--- src/rtl/uart_irq_pkg.sv ---
package uart_irq_pkg;

    localparam int REG_W   = 8;
    localparam int NUM_SRC = 4;
    localparam int ERR_W   = 4;
    localparam int DLT_W   = 4;

    // enable register bit positions
    localparam int EN_RXD   = 0;
    localparam int EN_TXE   = 1;
    localparam int EN_LINE  = 2;
    localparam int EN_MODEM = 3;
    localparam int EN_ENH   = 5;

    localparam logic [REG_W-1:0] EN_WRITABLE = 8'h2F;

    // priority codes placed in status bits 3:1
    typedef enum logic [2:0] {
        CODE_MODEM = 3'b000,
        CODE_TXE   = 3'b001,
        CODE_RXD   = 3'b010,
        CODE_LINE  = 3'b011
    } irq_code_e;

    // sources, most urgent in the top bit
    typedef struct packed {
        logic line;
        logic rxd;
        logic txe;
        logic modem;
    } irq_src_t;

    typedef struct packed {
        logic rx_ready;
        logic tx_ready;
    } dma_flags_t;

    typedef struct packed {
        logic [1:0] rsvd;
        dma_flags_t dma;
        irq_code_e  code;
        logic       idle;
    } isr_word_t;

    // code of source index, index NUM_SRC-1 is most urgent
    function automatic irq_code_e code_of(input int idx);
        case (idx)
            3:       return CODE_LINE;
            2:       return CODE_RXD;
            1:       return CODE_TXE;
            default: return CODE_MODEM;
        endcase
    endfunction

endpackage

--- src/rtl/uart_irq_ier_reg.sv ---
module uart_irq_ier_reg
    import uart_irq_pkg::*;
(
    input  logic             clk,
    input  logic             rst,
    input  logic             wr,
    input  logic [REG_W-1:0] wdata,
    output logic [REG_W-1:0] ier_q
);

    always_ff @(posedge clk) begin
        if (rst) begin
            ier_q <= '0;
        end else if (wr) begin
            ier_q <= wdata & EN_WRITABLE;
        end
    end

endmodule

--- src/rtl/uart_irq_src.sv ---
module uart_irq_src
    import uart_irq_pkg::*;
#(
    parameter int LVL_W = 5
) (
    input  logic             fifo_mode,
    input  logic             dma_mode,
    input  logic             rhr_full,
    input  logic [LVL_W-1:0] rx_level,
    input  logic [LVL_W-1:0] rx_trig,
    input  logic             thr_empty,
    input  logic             tx_fifo_empty,
    input  logic             tx_fifo_full,
    input  logic [ERR_W-1:0] lsr_err,
    input  logic [DLT_W-1:0] msr_delta,
    input  logic [REG_W-1:0] ier,
    input  logic             tx_masked,
    output irq_src_t         pend,
    output dma_flags_t       dma
);

    logic rx_at_trig;
    logic rx_cond;
    logic tx_cond;
    logic block_mode;

    always_comb begin
        rx_at_trig = (rx_level >= rx_trig);
        rx_cond    = fifo_mode ? rx_at_trig : rhr_full;
        tx_cond    = fifo_mode ? (thr_empty & tx_fifo_empty) : thr_empty;
        block_mode = fifo_mode & dma_mode;

        pend.line  = ier[EN_LINE]  & (|lsr_err);
        pend.rxd   = ier[EN_RXD]   & rx_cond;
        pend.txe   = ier[EN_TXE]   & tx_cond & ~tx_masked;
        pend.modem = ier[EN_MODEM] & (|msr_delta);

        if (block_mode) begin
            dma.rx_ready = rx_at_trig;
            dma.tx_ready = ~tx_fifo_full;
        end else begin
            dma.rx_ready = fifo_mode ? (rx_level != '0) : rhr_full;
            dma.tx_ready = tx_cond;
        end
    end

endmodule

--- src/rtl/uart_irq_txack.sv ---
module uart_irq_txack (
    input  logic clk,
    input  logic rst,
    input  logic isr_rd,
    input  logic tx_reported,
    input  logic thr_write,
    output logic tx_masked
);

    always_ff @(posedge clk) begin
        if (rst) begin
            tx_masked <= 1'b0;
        end else if (thr_write) begin
            tx_masked <= 1'b0;
        end else if (isr_rd && tx_reported) begin
            tx_masked <= 1'b1;
        end
    end

endmodule

--- src/rtl/uart_irq_prio.sv ---
module uart_irq_prio
    import uart_irq_pkg::*;
(
    input  irq_src_t  pend,
    output irq_code_e code,
    output logic      idle
);

    logic [NUM_SRC-1:0] req;
    logic [NUM_SRC:0]   above;
    logic [NUM_SRC-1:0] win;
    logic [2:0]         code_bits [NUM_SRC];

    assign req = pend;
    assign above[NUM_SRC] = 1'b0;

    for (genvar i = NUM_SRC - 1; i >= 0; i--) begin : g_chain
        assign win[i]       = req[i] & ~above[i+1];
        assign above[i]     = above[i+1] | req[i];
        assign code_bits[i] = win[i] ? code_of(i) : 3'b000;
    end

    always_comb begin
        logic [2:0] acc;
        acc = 3'b000;
        for (int i = 0; i < NUM_SRC; i++) begin
            acc = acc | code_bits[i];
        end
        code = irq_code_e'(acc);
        idle = ~above[0];
    end

endmodule

--- src/rtl/uart_irq_ctrl.sv ---
module uart_irq_ctrl
    import uart_irq_pkg::*;
#(
    parameter int  FIFO_DEPTH = 16,
    localparam int LVL_W      = $clog2(FIFO_DEPTH + 1)
) (
    input  logic             clk,
    input  logic             rst,
    input  logic             ier_wr,
    input  logic [7:0]       ier_wdata,
    output logic [7:0]       ier_rdata,
    input  logic             isr_rd,
    output logic [7:0]       isr_rdata,
    input  logic             fifo_mode,
    input  logic             dma_mode,
    input  logic             rhr_full,
    input  logic [LVL_W-1:0] rx_level,
    input  logic [LVL_W-1:0] rx_trig,
    input  logic             thr_empty,
    input  logic             tx_fifo_empty,
    input  logic             tx_fifo_full,
    input  logic             thr_write,
    input  logic [3:0]       lsr_err,
    input  logic [3:0]       msr_delta,
    input  logic             mcr_rst_bit,
    input  logic             mcr_pwrdn_bit,
    output logic             irq,
    output logic             soft_rst_o,
    output logic             pwrdn_o
);

    logic [REG_W-1:0] ier_q;
    logic             tx_masked;
    irq_src_t         pend;
    dma_flags_t       dma;
    irq_code_e        code;
    logic             idle;
    isr_word_t        isr;
    logic             enh;

    uart_irq_ier_reg u_ier (
        .clk   (clk),
        .rst   (rst),
        .wr    (ier_wr),
        .wdata (ier_wdata),
        .ier_q (ier_q)
    );

    uart_irq_src #(.LVL_W(LVL_W)) u_src (
        .fifo_mode     (fifo_mode),
        .dma_mode      (dma_mode),
        .rhr_full      (rhr_full),
        .rx_level      (rx_level),
        .rx_trig       (rx_trig),
        .thr_empty     (thr_empty),
        .tx_fifo_empty (tx_fifo_empty),
        .tx_fifo_full  (tx_fifo_full),
        .lsr_err       (lsr_err),
        .msr_delta     (msr_delta),
        .ier           (ier_q),
        .tx_masked     (tx_masked),
        .pend          (pend),
        .dma           (dma)
    );

    uart_irq_prio u_prio (
        .pend (pend),
        .code (code),
        .idle (idle)
    );

    uart_irq_txack u_txack (
        .clk         (clk),
        .rst         (rst),
        .isr_rd      (isr_rd),
        .tx_reported (!idle && code == CODE_TXE),
        .thr_write   (thr_write),
        .tx_masked   (tx_masked)
    );

    always_comb begin
        enh       = ier_q[EN_ENH];
        isr.rsvd  = 2'b00;
        isr.dma   = enh ? dma : '0;
        isr.code  = idle ? CODE_MODEM : code;
        isr.idle  = idle;
    end

    assign isr_rdata  = isr;
    assign ier_rdata  = ier_q;
    assign irq        = ~idle;
    assign soft_rst_o = enh & mcr_rst_bit;
    assign pwrdn_o    = enh & mcr_pwrdn_bit;

endmodule

--- config.mk ---
export PLATFORM = sky130hd
export DESIGN_NAME = uart_irq_ctrl
export DESIGN_NICKNAME = d
export VERILOG_FILES = /design/src/rtl/uart_irq_pkg.sv /design/src/rtl/uart_irq_ier_reg.sv /design/src/rtl/uart_irq_src.sv /design/src/rtl/uart_irq_txack.sv /design/src/rtl/uart_irq_prio.sv /design/src/rtl/uart_irq_ctrl.sv
export SDC_FILE = /design/constraint.sdc
export NUM_CORES = 1
export LEC_CHECK = 0
export BUFFER_PORTS_ARGS = -buffer_cell sky130_fd_sc_hd__buf_2
export CORE_MARGIN = 2
export CORE_UTILIZATION = 37
export DETAILED_ROUTE_END_ITERATION = 12
export GPL_TIMING_DRIVEN = 0
export PLACE_DENSITY_LB_ADDON = 0.15
export SYNTH_ARGS = -nofsm -noshare
export SYNTH_HDL_FRONTEND = slang
export SYNTH_SLANG_ARGS = --single-unit
--- constraint.sdc ---
create_clock -name clk -period 2.6 [get_ports clk]
set_clock_uncertainty 0.2 [all_clocks]
set_input_delay 0.13 -clock clk [delete_from_list [all_inputs] [get_ports clk]]
set_output_delay 0.13 -clock clk [all_outputs]
set_load 0.01 [all_outputs]
# Word-level counts from Yosys, hierarchy flattened
# Cells that the tools add are included.
[classes] bitwise=21 magnitude_cmp=1 n_eq_ne=1 n_mux=9 n_reduce_logical=6
[op_table] cell="$and A1 B1 Y1" count=11
[op_table] cell="$mux W2" count=4
[op_table] cell="$reduce_or A4 Y1" count=2
[op_table] cell="$ge A5 B5 Y1" count=1
[op_table] cell="$not A1 Y1" count=5
[op_table] cell="$reduce_bool A5 Y1" count=1
[op_table] cell="$mux W1" count=4
[op_table] cell="$eq A3 B1 Y1 const B" count=1
[op_table] cell="$mux W3" count=1
[op_table] cell="$or A1 B1 Y1" count=3
[op_table] cell="$logic_and A1 B1 Y1" count=2
[op_table] cell="$or A1 B2 Y2" count=1
[op_table] cell="$or A2 B2 Y2" count=1
[op_table] cell="$reduce_or A2 Y1" count=1
[totals] regBits=6 input_bits=39 output_inout_bits=19 wordCells=40

# Depth between registers and ports, before layout
[logic_depth] word_depth=12 depth_mapped=7 depth_no_buf=6

# Hierarchy
# A second synthesis with hierarchy kept.
[hier_totals] cells_unflattened=75 area_unflattened_um2=599.3
[modules_own_cells] module="uart_irq_src" cells_per_inst=33 n_inst=1 area_each_um2=216.5 seq_area_each_um2=0.0
[modules_own_cells] module="uart_irq_ier_reg" cells_per_inst=20 n_inst=1 area_each_um2=206.4 seq_area_each_um2=100.1
[modules_own_cells] module="uart_irq_ctrl" cells_per_inst=13 n_inst=1 area_each_um2=96.3 seq_area_each_um2=0.0
[modules_own_cells] module="uart_irq_prio" cells_per_inst=6 n_inst=1 area_each_um2=41.3 seq_area_each_um2=0.0
[modules_own_cells] module="uart_irq_txack" cells_per_inst=3 n_inst=1 area_each_um2=38.8 seq_area_each_um2=20.0

# Least setup slack after synthesis
# No wires, ideal clock.
[synth_path] path_type="in2out" from="in rx_trig[4]" to="out isr_rdata[0]" t_arrival_ns=1.277 n_path_buf=1 stages=7 path_slack_ns=0.993 t_required_ns=2.270 path_cell_list="inv_1 ha_1 nand2_1 nand3b_1 a221oi_2 and3_1 buf_4"
[synth_via] elab_chain_len=7
[synth_rtl] item="start, declared" line="uart_irq_ctrl.sv:18" text="input logic [LVL_W-1:0] rx_trig,"
[synth_rtl] item="$ge A5 B5 Y1" line="uart_irq_src.sv:28" text="rx_at_trig = (rx_level >= rx_trig);"
[synth_rtl] item="$mux W1" line="uart_irq_src.sv:29" text="rx_cond = fifo_mode ? rx_at_trig : rhr_full;"
[synth_rtl] item="$and A1 B1 Y1" line="uart_irq_src.sv:34" text="pend.rxd = ier[EN_RXD] & rx_cond;"
[synth_rtl] item="$or A1 B1 Y1 (3 in series)" line="uart_irq_prio.sv:19" text="assign above[i] = above[i+1] | req[i];"
[synth_rtl] item="$not A1 Y1" line="uart_irq_prio.sv:30" text="idle = ~above[0];"
[synth_rtl] item="end, declared" line="uart_irq_ctrl.sv:13" text="output logic [7:0] isr_rdata,"
# Every way passes these cells.

# Worst setup path in the final report
[layout_path] from="reg u_ier.ier_q[0]" to="out isr_rdata[0]"
[layout_via] elab_chain_len=5
[layout_rtl] item="start, declared" line="uart_irq_ier_reg.sv:8" text="output logic [REG_W-1:0] ier_q"
[layout_rtl] item="start signal, assigned" line="uart_irq_ier_reg.sv:15" text="ier_q <= wdata & EN_WRITABLE;"
[layout_rtl] item="$and A1 B1 Y1" line="uart_irq_src.sv:34"
[layout_rtl] item="$or A1 B1 Y1 (3 in series)" line="uart_irq_prio.sv:19"
[layout_rtl] item="$not A1 Y1" line="uart_irq_prio.sv:30"
# Every way passes these cells.

==> impl_metrics.json <==
{
  "outcome": "finished, final reports clean",
  "synth_edf_count": 0,
  "cts_tree": "yes",
  "placed_area_um2": 845.8,
  "worst_skew_pair.late_latency_ns": 0.25,
  "crit_type": "register to primary output",
  "clk_path_buf_depth": 2,
  "fmax_mhz": 510.9,
  "holdWs_ns": 0.01856,
  "startpoint": "u_ier.ier_q[0]",
  "final.period_utilization_pct": 75.28,
  "start_util_pct": 38.86,
  "cp_max_fo": 4,
  "rsz0062_at_grt": "no",
  "synth-simple-area-share_pct": 24.51,
  "grt_usage_pct": 16.31,
  "synth_adder_area_share_pct": 10.94,
  "worstReg2RegStart": "u_ier.ier_q[0]",
  "setup-violations-final": 0,
  "syn_avg_cell_area_um2": 8.053,
  "dieArea_mm2": 0.001876,
  "ys_ff_latch": 6,
  "synthXorXnorAreaFrac_pct": 0,
  "numPortBuffers": 47,
  "grt_pass1_wl_um": 2263,
  "synth_top_family_by_area": "simple AND/OR/NAND/NOR gates",
  "grt_max_degree": 9,
  "synth_warnings": 0,
  "nNetsFinal": 179,
  "synthArstFlopShare_pct": 0,
  "synth_cell_types": 32,
  "cp-end-kind": "primary output",
  "cts_sinks": 6,
  "die_h_um": 43.31,
  "drt_pre_antenna_iters": 4,
  "area_delta_synth_final_pct": 64.11,
  "synth_seq_area_share_pct": 21.01,
  "critPathRequiredTime_ns": 2.27,
  "rrSetupSlack_ns": 1.21,
  "n_antenna_cell": 0,
  "num_rows": 14,
  "tns_ns": 0,
  "synth_compound_area_share_pct": 19.69,
  "min_path_type": "input pin to register",
  "final_hold_viol_count": 0,
  "postRouteWirelength_um": 1408,
  "power_density_mw_per_mm2": 327.1,
  "ant_nets": 0,
  "numCtsBuffers": 3,
  "dpl.hpwl_um": 1140,
  "grt_overflow": 0,
  "vias": 694,
  "irDropWorstVdd_mv": 0.2597,
  "drc": 0,
  "drive_above_1_share_pct": 44.36,
  "htree_levels": 1,
  "leakage_nw": 0.5496,
  "core_mm2": 0.001471,
  "viasPerCell": 4.658,
  "drv_slew": 0,
  "root_buffer": "clkbuf_4",
  "gp_congestion": 0.6670,
  "grt_pass1_vias": 571,
  "critPathLaunchType": "register",
  "post-cts-setup-buffers": 0,
  "wl_per_cell_um": 9.450,
  "synth_top_flop_cell": "dfxtp_1",
  "drt_iter0_drc": 12,
  "synthCells": 71,
  "antenna_found_initial": 0,
  "synthMuxAreaShare_pct": 8.753,
  "fp.dieW_um": 43.31,
  "hp-start": "isr_rd",
  "pin_count": 58,
  "path_clk_slew_ns": 0.04,
  "worst-endpoint-arrival_ns": 1.63,
  "netlist_area_um2": 571.8,
  "cap_violations": 0,
  "post-route-min-period_ns": 1.957,
  "final_area_um2": 938.4,
  "nFillCells": 150
}
per-layer routing:
metal	global-route usage, %	vias to the layer above	wire, µm
met2	22.09	36	581
met4	10.91	0	21
met5	0	-	0
met3	6.383	2	172
met1	21.08	291	633
li1	-	365	-
layout by cell type, fill, tap and decap left out:
| master | synthesis | routed |
|---|---|---|
| and3_4 | 1 | 1 |
| buf_2 | 0 | 47 |
| conb_1 | 1 | 6 |
| and3_1 | 2 | 2 |
| o41ai_1 | 1 | 1 |
| inv_1 | 7 | 7 |
| a221oi_2 | 1 | 1 |
| clkbuf_1 | 1 | 1 |
| nand2b_1 | 1 | 1 |
| o21ai_1 | 1 | 1 |
| nand2_1 | 3 | 3 |
| mux2i_1 | 5 | 5 |
| o41a_1 | 1 | 1 |
| clkbuf_4 | 0 | 3 |
| dlygate4sd3_1 | 0 | 7 |
| and2_1 | 2 | 2 |
| and4b_1 | 1 | 1 |
| a21oi_1 | 2 | 2 |
| buf_4 | 7 | 7 |
| nor2_1 | 7 | 7 |
| dfxtp_1 | 6 | 6 |
| a22o_1 | 1 | 1 |
| a311oi_1 | 1 | 1 |
| a211oi_1 | 1 | 1 |
| nand4b_1 | 1 | 1 |
| or4_1 | 1 | 1 |
| nand3_1 | 1 | 1 |
| o21ai_0 | 3 | 3 |
| o21a_1 | 1 | 1 |
| a211o_1 | 1 | 1 |
| ha_1 | 5 | 5 |
| nand3b_1 | 1 | 1 |
| a31oi_1 | 1 | 1 |
| nor4b_1 | 1 | 1 |
| nor2b_1 | 2 | 2 |
worst paths after layout:
kind | end | cells after the start
max | isr_rdata[0] | 6
min | u_txack.tx_masked | 3
min reg2reg | u_txack.tx_masked | 1
max reg2reg | u_txack.tx_masked | 4
kinds of logic (layout without fill, tap and decap cells):
kind of cell / count (synthesis) / count (layout)
muxes: 5 / 5
and+or+nand+nor: 24 / 24
DFF: 6 / 6
adders and majority gates: 5 / 5
AOI/OAI and AO/OA: 15 / 15
buffers and inverters: 15 / 72
other: 1 / 6
critical path, stage by stage, from the launching register on:
cell and delay [ns]:
dfxtp_1 0.32, o21a_1 0.13, and3_4 0.18, a221oi_2 0.33, and3_1 0.21, buf_4 0.09, buf_2 0.11
Yosys cell counts, types with 2 or more instances:
master,n,area share (%)
nor2_1,7,4.6
buf_4,7,9.2
dfxtp_1,6,21
and2_1,2,2.2
a21oi_1,2,1.8
and3_1,2,2.2
ha_1,5,11
o21ai_0,3,2.6
nor2b_1,2,2.2
nand2_1,3,2.0
mux2i_1,5,8.8
inv_1,7,4.6
state kept, by name (all words and copies together) (netlist names):
signal and flops:
u_ier.ier_q 5, u_txack.tx_masked 1
power breakdown:
part / switching [W] / total, W / internal (W)
registers: 0.00000384 / 0.000101 / 0.0000972
logic: 0.0000539 / 0.000120 / 0.0000656
clock network: 0.0000342 / 0.0000864 / 0.0000522
through the flow:
step	instances	worst slack (ns)	total power [W]	utilization, %
after CTS	149	0.6371	0.0003111	63.78
after global routing	149	0.5314	0.0003314	63.78
after floorplan	76	0.9925	0.0001649	-
after global placement	139	0.7049	0.0002118	57.48
after detailed placement	139	0.6932	0.0002140	57.48
final	149	0.6428	0.0003070	63.78
repair_timing:
item,4_1_cts,5_1_grt
hold endpoints to repair,5,0
resized for setup,0,0
hold buffers,7,0
final cells by class:
type | instances | area (µm²) | area share, %
flip-flops and latches | 6 | 120.1 | 12.80
clock buffers | 3 | 22.52 | 2.400
inverters | 7 | 26.28 | 2.800
plain buffers | 8 | 56.30 | 6.000
well taps | 16 | 20.02 | 2.133
repair buffers | 54 | 305.3 | 32.53
multi-input cells | 55 | 387.9 | 41.33
No activity file was read; power rests on OpenSTA's default activity.
